## src/rtl/tmr_pkg.sv

```systemverilog
// Shared constants and types for the reloading timer block.
// Assumes a 3-bit word address and a control layout whose bit positions
// are fixed by software that programs the block.
package tmr_pkg;

    localparam int ADDR_W = 3;

    typedef enum logic [ADDR_W-1:0] {
        A_PERIOD  = 3'd0,
        A_COUNT   = 3'd1,
        A_CTRL    = 3'd2,
        A_ACK     = 3'd3,
        A_FREE_LO = 3'd4,
        A_FREE_HI = 3'd5
    } reg_addr_e;

    localparam int CTRL_RUN_BIT    = 7;
    localparam int CTRL_RELOAD_BIT = 6;
    localparam int CTRL_SRC_BIT    = 3;
    localparam int FREE_EN_BIT     = 8;

    typedef struct packed {
        logic run;
        logic reload;
        logic src;
    } ctrl_t;

endpackage

```

## src/rtl/tmr_regs.sv

```systemverilog
// Register write decode for the timer.
// Holds the period value, the control fields and the wide-counter enable.
// Produces one-cycle strobes for period writes and interrupt clears.
// Assumes writes are single-cycle strobes qualified by the address.
module tmr_regs
    import tmr_pkg::*;
#(
    parameter int PER_W  = 16,
    parameter int DATA_W = 32
) (
    input  logic              clk,
    input  logic              rst_n,
    input  logic              wr_i,
    input  logic [ADDR_W-1:0] addr_i,
    input  logic [DATA_W-1:0] wdata_i,
    output logic [PER_W-1:0]  period_o,
    output ctrl_t             ctrl_o,
    output logic              free_en_o,
    output logic              period_wr_o,
    output logic              ack_wr_o
);

    logic unused_wdata;

    // Fold all write data bits so that the fields not decoded raise no warning.
    assign unused_wdata = ^wdata_i;

    // Strobes for the two registers whose writes have side effects.
    always_comb begin
        period_wr_o = wr_i && (addr_i == A_PERIOD);
        ack_wr_o    = wr_i && (addr_i == A_ACK);
    end

    // Capture the writable fields.
    always_ff @(posedge clk) begin
        if (!rst_n) begin
            period_o  <= '0;
            ctrl_o    <= '0;
            free_en_o <= 1'b0;
        end else if (wr_i) begin
            case (addr_i)
                A_PERIOD:  period_o <= wdata_i[PER_W-1:0];
                A_CTRL: begin
                    ctrl_o.run    <= wdata_i[CTRL_RUN_BIT];
                    ctrl_o.reload <= wdata_i[CTRL_RELOAD_BIT];
                    ctrl_o.src    <= wdata_i[CTRL_SRC_BIT];
                end
                A_FREE_HI: free_en_o <= wdata_i[FREE_EN_BIT];
                default: ;
            endcase
        end
    end


    ctrl_run_wr_chk: assert property (@(posedge clk) disable iff (!rst_n)
        (wr_i && addr_i == A_CTRL) |=> (ctrl_o.run == $past(wdata_i[CTRL_RUN_BIT])));


    free_en_hold_chk: assert property (@(posedge clk) disable iff (!rst_n)
        !(wr_i && addr_i == A_FREE_HI) |=> $stable(free_en_o));

endmodule

```

## src/rtl/tmr_reload_cnt.sv

```systemverilog
// Periodic down-counter with source selection, deferred period loads and
// underflow detection.
// Assumes tick inputs are single-cycle enables in the clk domain.
// The underflow output is a combinational pulse for the cycle of the tick.
module tmr_reload_cnt
    import tmr_pkg::*;
#(
    parameter int PER_W = 16
) (
    input  logic             clk,
    input  logic             rst_n,
    input  ctrl_t            ctrl_i,
    input  logic             tick0_i,
    input  logic             tick1_i,
    input  logic [PER_W-1:0] period_i,
    input  logic             period_wr_i,
    output logic [PER_W-1:0] count_o,
    output logic             underflow_o
);

    localparam logic [PER_W-1:0] ALL_ONES = '1;

    logic tick_act;
    logic pend_q;
    logic at_zero;

    // Qualified tick: the chosen source, gated by the run bit.
    always_comb begin
        tick_act    = ctrl_i.run && (ctrl_i.src ? tick1_i : tick0_i);
        at_zero     = (count_o == '0);
        underflow_o = tick_act && !pend_q && at_zero;
    end

    // Remember a period write until a qualified tick applies it.
    always_ff @(posedge clk) begin
        if (!rst_n)           pend_q <= 1'b0;
        else if (period_wr_i) pend_q <= 1'b1;
        else if (tick_act)    pend_q <= 1'b0;
    end

    // Advance the count on each qualified tick.
    always_ff @(posedge clk) begin
        if (!rst_n) begin
            count_o <= '0;
        end else if (tick_act) begin
            if (pend_q)       count_o <= period_i;
            else if (at_zero) count_o <= ctrl_i.reload ? period_i : ALL_ONES;
            else              count_o <= count_o - 1'b1;
        end
    end


    stopped_hold_chk: assert property (@(posedge clk) disable iff (!rst_n)
        !ctrl_i.run |=> $stable(count_o));


    step_down_chk: assert property (@(posedge clk) disable iff (!rst_n)
        (tick_act && !pend_q && count_o != '0) |=> (count_o == $past(count_o) - 1'b1));


    freerun_wrap_chk: assert property (@(posedge clk) disable iff (!rst_n)
        (underflow_o && !ctrl_i.reload) |=> (count_o == ALL_ONES));


    deferred_load_chk: assert property (@(posedge clk) disable iff (!rst_n)
        (tick_act && pend_q) |=> (count_o == $past(period_i)));

endmodule

```

## src/rtl/tmr_irq_hold.sv

```systemverilog
// Interrupt level holder: set by an underflow pulse, cleared by a write
// strobe, with set taking priority when both arrive together.
// Assumes both inputs are synchronous one-cycle pulses.
module tmr_irq_hold (
    input  logic clk,
    input  logic rst_n,
    input  logic set_i,
    input  logic clr_i,
    output logic irq_o
);

    // Latch the interrupt level.
    always_ff @(posedge clk) begin
        if (!rst_n)     irq_o <= 1'b0;
        else if (set_i) irq_o <= 1'b1;
        else if (clr_i) irq_o <= 1'b0;
    end


    irq_set_chk: assert property (@(posedge clk) disable iff (!rst_n)
        set_i |=> irq_o);


    irq_sticky_chk: assert property (@(posedge clk) disable iff (!rst_n)
        (irq_o && !clr_i) |=> irq_o);


    irq_drop_chk: assert property (@(posedge clk) disable iff (!rst_n)
        $fell(irq_o) |-> $past(clr_i));

endmodule

```

## src/rtl/tmr_free_cnt.sv

```systemverilog
// Wide free-running down-counter with an enable and no terminal action.
// Assumes the tick is a single-cycle enable; it wraps from zero to all ones.
module tmr_free_cnt #(
    parameter int FREE_W = 40
) (
    input  logic              clk,
    input  logic              rst_n,
    input  logic              en_i,
    input  logic              tick_i,
    output logic [FREE_W-1:0] count_o
);

    // Decrement on each enabled tick.
    always_ff @(posedge clk) begin
        if (!rst_n)              count_o <= '0;
        else if (en_i && tick_i) count_o <= count_o - 1'b1;
    end


    free_hold_chk: assert property (@(posedge clk) disable iff (!rst_n)
        !(en_i && tick_i) |=> $stable(count_o));


    free_step_chk: assert property (@(posedge clk) disable iff (!rst_n)
        (en_i && tick_i) |=> (count_o == $past(count_o) - 1'b1));

endmodule

```

## src/rtl/tick_timer_unit.sv

```systemverilog
// Top of the reloading timer block: register decode, periodic counter,
// interrupt holder, wide free counter and combinational read mux.
// Assumes PER_W <= 32 and 32 < FREE_W <= 40, so that the high part of the
// wide count fits below the enable bit.
module tick_timer_unit
    import tmr_pkg::*;
#(
    parameter int PER_W  = 16,
    parameter int FREE_W = 40,
    parameter int DATA_W = 32
) (
    input  logic              clk,
    input  logic              rst_n,
    input  logic [ADDR_W-1:0] bus_addr_i,
    input  logic              bus_wr_i,
    input  logic [DATA_W-1:0] bus_wdata_i,
    output logic [DATA_W-1:0] bus_rdata_o,
    input  logic              tick_src0_i,
    input  logic              tick_src1_i,
    input  logic              tick_free_i,
    output logic              irq_o
);

    localparam int HI_W = FREE_W - DATA_W;

    logic [PER_W-1:0]  period;
    ctrl_t             ctrl;
    logic              free_en;
    logic              period_wr;
    logic              ack_wr;
    logic [PER_W-1:0]  per_count;
    logic              underflow;
    logic [FREE_W-1:0] free_count;

    tmr_regs #(.PER_W(PER_W), .DATA_W(DATA_W)) u_regs (
        .clk         (clk),
        .rst_n       (rst_n),
        .wr_i        (bus_wr_i),
        .addr_i      (bus_addr_i),
        .wdata_i     (bus_wdata_i),
        .period_o    (period),
        .ctrl_o      (ctrl),
        .free_en_o   (free_en),
        .period_wr_o (period_wr),
        .ack_wr_o    (ack_wr)
    );

    tmr_reload_cnt #(.PER_W(PER_W)) u_reload (
        .clk         (clk),
        .rst_n       (rst_n),
        .ctrl_i      (ctrl),
        .tick0_i     (tick_src0_i),
        .tick1_i     (tick_src1_i),
        .period_i    (period),
        .period_wr_i (period_wr),
        .count_o     (per_count),
        .underflow_o (underflow)
    );

    tmr_irq_hold u_irq (
        .clk   (clk),
        .rst_n (rst_n),
        .set_i (underflow),
        .clr_i (ack_wr),
        .irq_o (irq_o)
    );

    tmr_free_cnt #(.FREE_W(FREE_W)) u_free (
        .clk     (clk),
        .rst_n   (rst_n),
        .en_i    (free_en),
        .tick_i  (tick_free_i),
        .count_o (free_count)
    );

    // Select the addressed register onto the read bus.
    always_comb begin
        bus_rdata_o = '0;
        case (bus_addr_i)
            A_PERIOD:  bus_rdata_o[PER_W-1:0] = period;
            A_COUNT:   bus_rdata_o[PER_W-1:0] = per_count;
            A_CTRL: begin
                bus_rdata_o[CTRL_RUN_BIT]    = ctrl.run;
                bus_rdata_o[CTRL_RELOAD_BIT] = ctrl.reload;
                bus_rdata_o[CTRL_SRC_BIT]    = ctrl.src;
            end
            A_FREE_LO: bus_rdata_o = free_count[DATA_W-1:0];
            A_FREE_HI: begin
                bus_rdata_o[HI_W-1:0]    = free_count[FREE_W-1:DATA_W];
                bus_rdata_o[FREE_EN_BIT] = free_en;
            end
            default:   bus_rdata_o = '0;
        endcase
    end


    free_no_irq_chk: assert property (@(posedge clk) disable iff (!rst_n)
        (!underflow && !irq_o) |=> !irq_o);

endmodule

```

## config.mk

```make
export PLATFORM = sky130hd
export DESIGN_NAME = tick_timer_unit
export DESIGN_NICKNAME = d
export VERILOG_FILES = /design/src/rtl/tmr_pkg.sv /design/src/rtl/tmr_regs.sv /design/src/rtl/tmr_reload_cnt.sv /design/src/rtl/tmr_irq_hold.sv /design/src/rtl/tmr_free_cnt.sv /design/src/rtl/tick_timer_unit.sv
export SDC_FILE = /design/constraint.sdc
export NUM_CORES = 1
export LEC_CHECK = 0
export BUFFER_PORTS_ARGS = -buffer_cell sky130_fd_sc_hd__buf_2
export CAP_MARGIN = 10
export CORE_MARGIN = 2
export CORE_UTILIZATION = 56
export CTS_CLUSTER_SIZE = 24
export DETAILED_ROUTE_END_ITERATION = 10
export PLACE_DENSITY = 0.87
export SYNTH_ARGS = -nofsm -noshare
export SYNTH_HDL_FRONTEND = slang
export SYNTH_SLANG_ARGS = --single-unit
```

## constraint.sdc

```tcl
create_clock -name clk -period 2.6 [get_ports clk]
set_input_delay 0.39 -clock clk [delete_from_list [all_inputs] [get_ports clk]]
set_output_delay 0.39 -clock clk [all_outputs]
set_load 0.02 [all_outputs]
```

# After elaboration in Yosys (flattened, before gate mapping)
# Cells that the tools add are included.
# op_classes
bitwise_logic	0
n_reduce_logical	14
order_cmp	0
n_eq_ne	5
addsub	2
mux	15
shift	0
n_mul	0
div_mod_pow	0
# op_table
cell	count
$mux 16	4
$sub 40x1->40 const B	1
$pmux 7 s3	1
$logic_not 16->1	1
$sub 16x1->16 const B	1
$pmux 3 s4	1
$pmux 2 s5	1
$pmux 2 s4	1
$eq 3x2->1 const B	2
$eq 3x3->1 const B	2
$logic_and 1x1->1	6
$reduce_and 2->1	3
$mux 1	5
$pmux 1 s5	1
$pmux 1 s4	1
$reduce_bool 2->1	2
$eq 3x1->1 const B	1
$logic_not 3->1	1
$logic_not 1->1	1
# word_totals
ram_bits	0
out_inout_bits	33
rom_bits	0
latchBits	0
regBits	78
input_bits	41
memories	0
wordCells	45

# Depth between registers and ports, before layout
# Gate-level depths: netlist of the first run.
# logic_depth
word_depth	5
ltp_mapped	8
depth_no_buf	7

# Modules after synthesis
# From an unflattened synthesis of the first run, not the netlist that was laid out.
# hier_totals
cells_unflattened	539
area_unflattened_um2	4825.9
# modules_own_cells
mod	cells_per_inst	seq_area_each_um2	n_inst	area_each_um2
tmr_free_cnt	220	800.8	1	1978.1
tmr_reload_cnt	146	340.3	1	1249.9
tmr_regs	86	400.4	1	847.1
tick_timer_unit	84	0.0	1	709.4
tmr_irq_hold	3	20.0	1	41.3

# Least setup slack after synthesis of the first run
# No wires, ideal clock.
# synth_path
path_kind	input-to-output
startpoint	input bus_addr_i[0]
endpoint	output bus_rdata_o[1]
path_buffers	2
required_ns	2.210
path_stages	4
arrival_ns	1.832
setup_slack_ns	0.378
path_cell_list	buf_2 clkbuf_1 mux4_2 nor2b_1
# synth_between
elab_chain_cells	2
word_cells_on_any_way	5
classes_between	eq/ne (3); mux (1); reduce/logical (1)
# synth_lines
element	line_no	rtl
start: declaration	tick_timer_unit.sv:14	input logic [ADDR_W-1:0] bus_addr_i,
$eq 3x3->1, or another cell as far along	tick_timer_unit.sv:79	case (bus_addr_i)
$pmux 3 s4 *	tick_timer_unit.sv:79	
end: declaration	tick_timer_unit.sv:17	output logic [DATA_W-1:0] bus_rdata_o,
# Every way passes the cells marked *; elsewhere a longest branch is shown, timed or not.

# Final worst setup path of the first run
# layout_path
startpoint	register u_free.count_o[10]
endpoint	register u_free.count_o[33]
# layout_between
elab_chain_cells	1
# layout_lines
element	line_no	rtl
start: declaration	tmr_free_cnt.sv:10	output logic [FREE_W-1:0] count_o
start signal: assignment	tmr_free_cnt.sv:16	else if (en_i && tick_i) count_o <= count_o - 1'b1;
$sub 40x1->40	tmr_free_cnt.sv:16	
# Every way passes these cells.
# A chain may end at the register's enable or synchronous reset.

==> impl_metrics.ini, run 1 <==
[detailed_routing]
top_layer_used = met4
final_antenna_net_count = 0
route.detailed.drc = 0
wl_per_cell_um = 17.0
route.met3.wl_um = 647
routed_wl_mm = 11.3
routed_via_density = 6.07
drt_iter0_markers = 265
via_count = 4061
wl_met2_mm = 5.73
wl_met1_mm = 4.73
drtPass1Iterations = 5

[global_routing]
grt_pass1_wl_mm = 18.7
grtUsageTotal = 0.274
grt_antenna_before_repair = 0
grt_pass1_vias = 3994
grt_overflow = 0
grt_max_degree = 33

[die]
die_height_um = 91.7
dieWidth_um = 91.7
ios = 74
rows = 31
initial_utilization = 0.585
die-area_mm2 = 0.00842
core_mm2 = 0.00737

[logic_synthesis]
synth_ff_type = dfxtp_1
ys_ff_latch = 78
synthAdderAreaFrac = 0.00871
synth_nets = 555
synth_compound_area_frac = 0.161
synth_simple_gate_area_frac = 0.304
synth_top_family_by_area = simple AND/OR/NAND/NOR gates
async_flop_share = 0
synthXorXnorAreaFrac = 0.0488
seq_area_frac_synth = 0.362
avgSynthCellArea_um2 = 8.44
netlist_instances = 511
synth_mux_area_frac = 0.0775
synth_edf_count = 0
netlist_area_mm2 = 0.00431
synth_warnings = 0
yosysUniqueCellTypes = 63

[power]
irDropWorstVdd_mv = 0.292
p_leak_nw = 2.01
p_per_area_mw_per_mm2 = 518

[final_layout]
layout_common_cells = dfxtp_1 (78), nor2_1 (60), buf_2 (57), nand2_1 (52), a21oi_1 (42)
layout_commonest_cell = dfxtp_1
nFillCells = 589
drive_gt1_frac = 0.204
finalNetCount = 610
antenna_cells = 0
syn_to_final_growth_pct = 14.9

[cts]
cts_tree = built
root_buffer = clkbuf_8
clk_pin_slew_ns = 0.08
numCtsBuffers = 9
clock_latency_ns = 0.36
clk_path_buf_depth = 2
cts_sinks = 78
ctsHoldBuffers = 0
htree_levels = 3

[timing]
hold_viol = 0
finalCritPeriodShare = 0.929
setup-violations-final = 0
max_freq_mhz = 414
tns_ns = 0
setup_ws_ns = 0.185
fin_skew_ns = 0.0120
rsz0062_at_grt = no
finalCriticalPeriod_ns = 2.41
slew_headroom = 0.410
maxSlewViolCount = 0
tightest_slew_ns = 0.884

[critical_path]
endpoint_kind = flop
crit_arrival_ns = 2.70
worstPathMaxFanout = 5
required_ns = 2.89
startpoint_type = flop
path_class = flop to flop

[place]
gp_congestion = 0.908
dp_hpwl_mm = 8.00
portBuffers = 57
place_ws_ns = 0.196

[flow_run]
max_cap_viol_count = 0

[min_path]
hold_path_class = primary input to flop

[outcome]
status = finished, final reports clean
area by class of cell:
class	instances	area, um^2	share of cell area
timing repair buffer	75	420	0.0849
tap	99	124	0.0250
sequential	78	1560	0.315
inverter	10	37.5	0.00758
clock inverter	4	70.1	0.0141
multi-input combinational	392	2590	0.523
clock buffer	11	151	0.0306
state kept, by name, summed over array words and instances, names as in the netlist:
register,cells
u_free.count_o,40
u_regs.period_o,16
u_reload.count_o,16
u_regs.ctrl_o,3
u_irq.irq_o,1
u_regs.free_en_o,1
u_reload.pend_q,1
final timing paths:
check,slack (ns),to,depth (start not counted),startpoint
min,0.26,u_regs.period_o[14],3,bus_wdata_i[14]
min reg2reg,0.49,u_regs.period_o[13],2,u_regs.period_o[13]
max reg2reg,0.19,u_free.count_o[33],5,u_free.count_o[10]
max,0.19,u_free.count_o[33],5,u_free.count_o[10]
worst max-delay path: stages (launching register included):
cell	delay (ns)
dfxtp_1	0.36
or4_1	0.62
nor4_4	0.39
nand4_1	0.32
nor4_1	0.43
mux2i_1	0.23
where the power goes:
| group | total (W) | switching, W | internal, W |
|---|---|---|---|
| sequential | 0.00124 | 0.0000272 | 0.00121 |
| combinational | 0.000300 | 0.000185 | 0.000115 |
| clock | 0.00102 | 0.000440 | 0.000585 |
| total | 0.00257 | 0.000653 | 0.00191 |
Yosys cell counts, types with 4 or more instances:
cell type,count,area share
a21oi_1,42,0.049
and2_1,21,0.030
clkbuf_1,25,0.022
dfxtp_1,78,0.36
inv_1,9,0.0078
mux2i_1,12,0.028
mux4_2,9,0.047
nand2_1,52,0.045
nand2b_1,4,0.0058
nand3_1,16,0.019
nand4_1,9,0.013
nand4b_1,5,0.010
nor2_1,61,0.053
nor2b_1,10,0.015
nor3_1,12,0.014
nor4_1,5,0.0073
o2111a_1,4,0.010
o21ai_0,19,0.022
o31ai_1,7,0.012
or3_1,9,0.013
or4_1,12,0.021
xnor2_1,9,0.018
xor2_1,15,0.030
routing by layer:
metal  global-route usage  up-vias
met4                0.122        0
li1                     -     1948
met3               0.0518       21
met2                0.470      146
met5                    0        -
met1                0.335     1946
what timing repair did:
item,4_1_cts,5_1_grt
setup buffers,0,0
endpoints found under the setup margin,0,1
hold endpoints to repair,0,0
resized for setup,0,1
kinds of logic (layout without fill, tap and decap cells):
group / count (synthesis) / in the layout
compound gates: 105 / 105
simple gates: 238 / 238
xor+xnor: 24 / 24
mux: 22 / 22
flops: 78 / 78
fa+ha+maj: 3 / 3
buf+inv: 41 / 100
through the flow:
stage                     power [W]  utilization  hold slack [ns]  std cells  cell area (um^2)
after global placement      0.00155        0.642            0.452        654              4730
after global routing        0.00266        0.672            0.269        669              4950
after CTS                   0.00256        0.672            0.259        669              4950
after detailed placement    0.00156        0.642            0.471        654              4730
after floorplan             0.00146            -            0.443        511              4310
final                       0.00257        0.672            0.259        669              4950
No activity file was read; power rests on OpenSTA's default activity.
==> run 2: changes to the inputs <==
--- a/config.mk
+++ b/config.mk
@@ -12,6 +12,7 @@
 export CTS_CLUSTER_SIZE = 24
 export DETAILED_ROUTE_END_ITERATION = 10
 export PLACE_DENSITY = 0.87
+export RECOVER_POWER = 100
 export SYNTH_ARGS = -nofsm -noshare
 export SYNTH_HDL_FRONTEND = slang
 export SYNTH_SLANG_ARGS = --single-unit
==> impl_metrics.ini, run 2 (same netlist as run 1, synthesis figures left out) <==
[cts]
cts_tree = built
ctsHoldBuffers = 0
clk_path_buf_depth = 2
htree_levels = 3
clk_pin_slew_ns = 0.08
cts_sinks = 78
root_buffer = clkbuf_8
numCtsBuffers = 9
cts_setup_buffers = 0
ctsResizeCount = 0
clock_latency_ns = 0.36

[die]
die-area_mm2 = 0.00842
die_height_um = 91.7
initial_utilization = 0.585
core_mm2 = 0.00737
rows = 31
ios = 74
dieWidth_um = 91.7

[timing]
hold_ws_ns = 0.260
tns_ns = 0
fin_skew_ns = 0.0128
maxSlewViolCount = 0
finalCriticalPeriod_ns = 2.42
hold_viol = 0
rsz0062_at_grt = no
max_freq_mhz = 413
setup-violations-final = 0
tightest_slew_ns = 1.42
finalCritPeriodShare = 0.932
slew_headroom = 0.0500
setup_ws_ns = 0.177

[critical_path]
required_ns = 2.91
startpoint_type = flop
path_class = flop to flop
worstPathMaxFanout = 7
rr_worst_depth = 6
crit_arrival_ns = 2.73
endpoint_kind = flop

[power]
irDropWorstVdd_mv = 0.292
p_leak_nw = 1.88
p_per_area_mw_per_mm2 = 525

[detailed_routing]
drtPass1Iterations = 6
route.detailed.drc = 0
drt_iter0_markers = 286
routed_via_density = 6.10
wl_per_cell_um = 16.9
via_count = 4084
routed_wl_mm = 11.3
final_antenna_net_count = 0

[global_routing]
grt_overflow = 0
grtUsageTotal = 0.274
grt_antenna_before_repair = 0
grt_max_degree = 33
grt_pass1_vias = 3994
grt_pass1_wl_mm = 18.7

[flow_run]
max_cap_viol_count = 0

[place]
dp.cells = 654
gp_congestion = 0.908
dp_hpwl_mm = 8.00
portBuffers = 57
place_ws_ns = 0.196

[final_layout]
syn_to_final_growth_pct = 13.0
layout_commonest_cell = dfxtp_1
seq_area_mm2 = 0.00156
layout_common_cells = dfxtp_1 (78), nor2_1 (60), nand2_1 (52), a21oi_1 (43), buf_2 (35)
finalNetCount = 610
multi_input_area_mm2 = 0.00256
reg.largest.list = u_free.count_o (40), u_regs.period_o (16), u_reload.count_o (16)
finish.utilization = 0.661
largest_reg_flops = 40
final_cells = 669
drive_gt1_frac = 0.153
nFillCells = 622
antenna_cells = 0
top_register = u_free.count_o

[outcome]
status = finished, final reports clean

[min_path]
hold_depth = 3
hold_path_class = primary input to flop
-- run 2: where the power goes --
group          total [W]  switching (W)  internal [W]
registers        0.00124      0.0000268       0.00121
logic           0.000291       0.000184      0.000107
clock network    0.00102       0.000439      0.000585
-- run 2: layout make-up --
cell class | count | share of cell area
Multi-Input combinational cell | 392 | 0.526
Sequential cell | 78 | 0.321
Timing Repair Buffer | 75 | 0.0753
Clock buffer | 11 | 0.0311
Tap cell | 99 | 0.0254
Clock inverter | 4 | 0.0144
Inverter | 10 | 0.00771
-- run 2: path summary, 6_finish.rpt --
kind	start	end	slack [ns]
min	bus_wdata_i[14]	u_regs.period_o[14]	0.26
max reg2reg	u_free.count_o[3]	u_free.count_o[14]	0.18
min reg2reg	u_regs.period_o[15]	u_regs.period_o[15]	0.49
max	u_free.count_o[3]	u_free.count_o[14]	0.18
-- run 2: metal layers --
| metal | wire (um) | vias to the layer above | global-route usage |
|---|---|---|---|
| met5 | 0 | - | 0 |
| met2 | 5630 | 185 | 0.470 |
| met1 | 4660 | 1919 | 0.335 |
| met4 | 269 | 0 | 0.122 |
| li1 | - | 1951 | - |
| met3 | 770 | 29 | 0.0518 |
-- run 2: through the flow --
step | cell area [um^2] | total power (W)
4_1_cts | 4950 | 0.00256
3_3_place_gp | 4730 | 0.00155
6_report | 4870 | 0.00256
2_1_floorplan | 4310 | 0.00146
5_1_grt | 4870 | 0.00265
3_5_place_dp | 4730 | 0.00156
-- run 2: critical path, stage by stage, from the launching register on --
cell and delay, ns:
dfxtp_1 0.38, or4_4 0.60, nor3_1 0.38, clkbuf_1 0.37
nand2_1 0.16, or4_1 0.41, nand2_1 0.07
==> run 3: changes to the inputs <==
--- a/config.mk
+++ b/config.mk
@@ -13,6 +13,8 @@
 export DETAILED_ROUTE_END_ITERATION = 10
 export PLACE_DENSITY = 0.87
 export RECOVER_POWER = 100
+export SLEW_MARGIN = 5
 export SYNTH_ARGS = -nofsm -noshare
 export SYNTH_HDL_FRONTEND = slang
 export SYNTH_SLANG_ARGS = --single-unit
+export TNS_END_PERCENT = 30
==> constraint.sdc (replaced) <==
create_clock -name clk -period 2.6 [get_ports clk]
set_input_delay 0.26 -clock clk [delete_from_list [all_inputs] [get_ports clk]]
set_output_delay 0.26 -clock clk [all_outputs]
set_load 0.02 [all_outputs]
==> impl_metrics.ini, run 3 (same netlist as run 1, synthesis figures left out) <==
[die]
die-area_mm2 = 0.00842
core_mm2 = 0.00737
die_height_um = 91.7
initial_utilization = 0.585
rows = 31
dieWidth_um = 91.7
ios = 74

[detailed_routing]
final_antenna_net_count = 0
drtPass1Iterations = 5
routed_wl_mm = 11.2
route.detailed.drc = 0
routed_via_density = 6.15
via_count = 4102
wl_per_cell_um = 16.8
drt_iter0_markers = 350

[final_layout]
top_register = u_free.count_o
layout_common_cells = dfxtp_1 (78), nor2_1 (61), nand2_1 (52), a21oi_1 (43), buf_2 (39)
finish.utilization = 0.662
layout_commonest_cell = dfxtp_1
reg.largest.list = u_free.count_o (40), u_regs.period_o (16), u_reload.count_o (16)
antenna_cells = 0
syn_to_final_growth_pct = 13.1
largest_reg_flops = 40
drive_gt1_frac = 0.155
final_cells = 667
finalNetCount = 607

[power]
p_total_w = 0.00255
p_per_area_mw_per_mm2 = 522
irDropWorstVdd_mv = 0.305
p_leak_nw = 1.87

[critical_path]
required_ns = 2.85
endpoint_kind = flop
rr_endpoint = u_reload.count_o[15]
path_class = flop to flop
rrSetupSlack_ns = 0.20
crit_arrival_ns = 2.65
path_cells = inv_1 > ha_1 > or4b_1 > o41a_1 > o21ai_0 > a21oi_1 > a2111oi_2
crit_end = u_reload.count_o[15]
crit_slowest_cell = o41a_1
worstPathMaxFanout = 12
crit_start = u_reload.count_o[0]
r2r-start = u_reload.count_o[0]
startpoint_type = flop
cpPeakStageDelay_ns = 0.52
rr_worst_depth = 7

[global_routing]
grtUsageTotal = 0.276
grt_pass1_vias = 3925
grt_overflow = 0
grt_max_degree = 40
grt_antenna_before_repair = 0
grt_pass1_wl_mm = 18.8

[timing]
maxSlewViolCount = 0
tightest_slew_ns = 0.976
hold_viol = 0
hold_ws_ns = 0.133
fin_skew_ns = 0.00840
finalCriticalPeriod_ns = 2.40
slew_headroom = 0.349
tns_ns = 0
rsz0062_at_grt = no
max_freq_mhz = 417
finalCritPeriodShare = 0.923
setup-violations-final = 0

[place]
portBuffers = 57
dp_hpwl_mm = 7.78
gp_congestion = 0.903
dp.cells = 651

[cts]
clock_latency_ns = 0.35
clk_path_buf_depth = 2
htree_levels = 3
root_buffer = clkbuf_8
numCtsBuffers = 9
cts_sinks = 78
cts_setup_buffers = 0
cts_tree = built
clk_pin_slew_ns = 0.08
ctsHoldBuffers = 0
ctsResizeCount = 0

[min_path]
hold_path_class = primary input to flop

[outcome]
status = finished, final reports clean

[flow_run]
max_cap_viol_count = 0
==> run 3: power breakdown <==
group,internal [W],switching (W)
Sequential,0.00121,0.0000271
Clock,0.000563,0.000457
Combinational,0.000106,0.000181
==> run 3: metrics by stage <==
| step | setup slack (ns) | area, um^2 |
|---|---|---|
| CTS | 0.251 | 4930 |
| global route | 0.0450 | 4880 |
| finish | 0.201 | 4880 |
| global placement | 0.354 | 4710 |
| detailed placement | 0.260 | 4710 |
| floorplan | 0.440 | 4310 |
==> run 3: area by class of cell <==
cell class	instances	area [um^2]
sequential	78	1560
timing repair buffer	72	360
fill	619	2490
multi-input combinational	392	2570
tap	99	124
clock inverter	6	85.1
inverter	10	37.5
clock buffer	10	138
==> run 3: worst min path at each step <==
stage / from / endpoint / cells past startpoint
finish: bus_wdata_i[13] / u_regs.period_o[13] / 3
global route: bus_wdata_i[1] / u_regs.period_o[1] / 3
CTS: bus_wdata_i[1] / u_regs.period_o[1] / 3
detailed placement: u_regs.period_o[15] / u_regs.period_o[15] / 2
global placement: u_regs.period_o[8] / u_regs.period_o[8] / 2
floorplan: tick_free_i / u_free.count_o[1] / 1
==> run 3: layer usage <==
metal / track usage / share of wire / vias to the layer above
li1: - / - / 1954
met1: 0.353 / 0.42 / 1949
met2: 0.468 / 0.49 / 171
met3: 0.0370 / 0.062 / 28
met4: 0.119 / 0.023 / 0
met5: 0 / 0 / -
==> run 3: worst max-delay path: cells and delay by family (launching register included) <==
| kind | cells | cell delay [ns] |
|---|---|---|
| AOI/OAI and AO/OA | 4 | 1.18 |
| adders and majority gates | 1 | 0.14 |
| buffers and inverters | 1 | 0.11 |
| DFF | 1 | 0.37 |
| and+or+nand+nor | 1 | 0.50 |
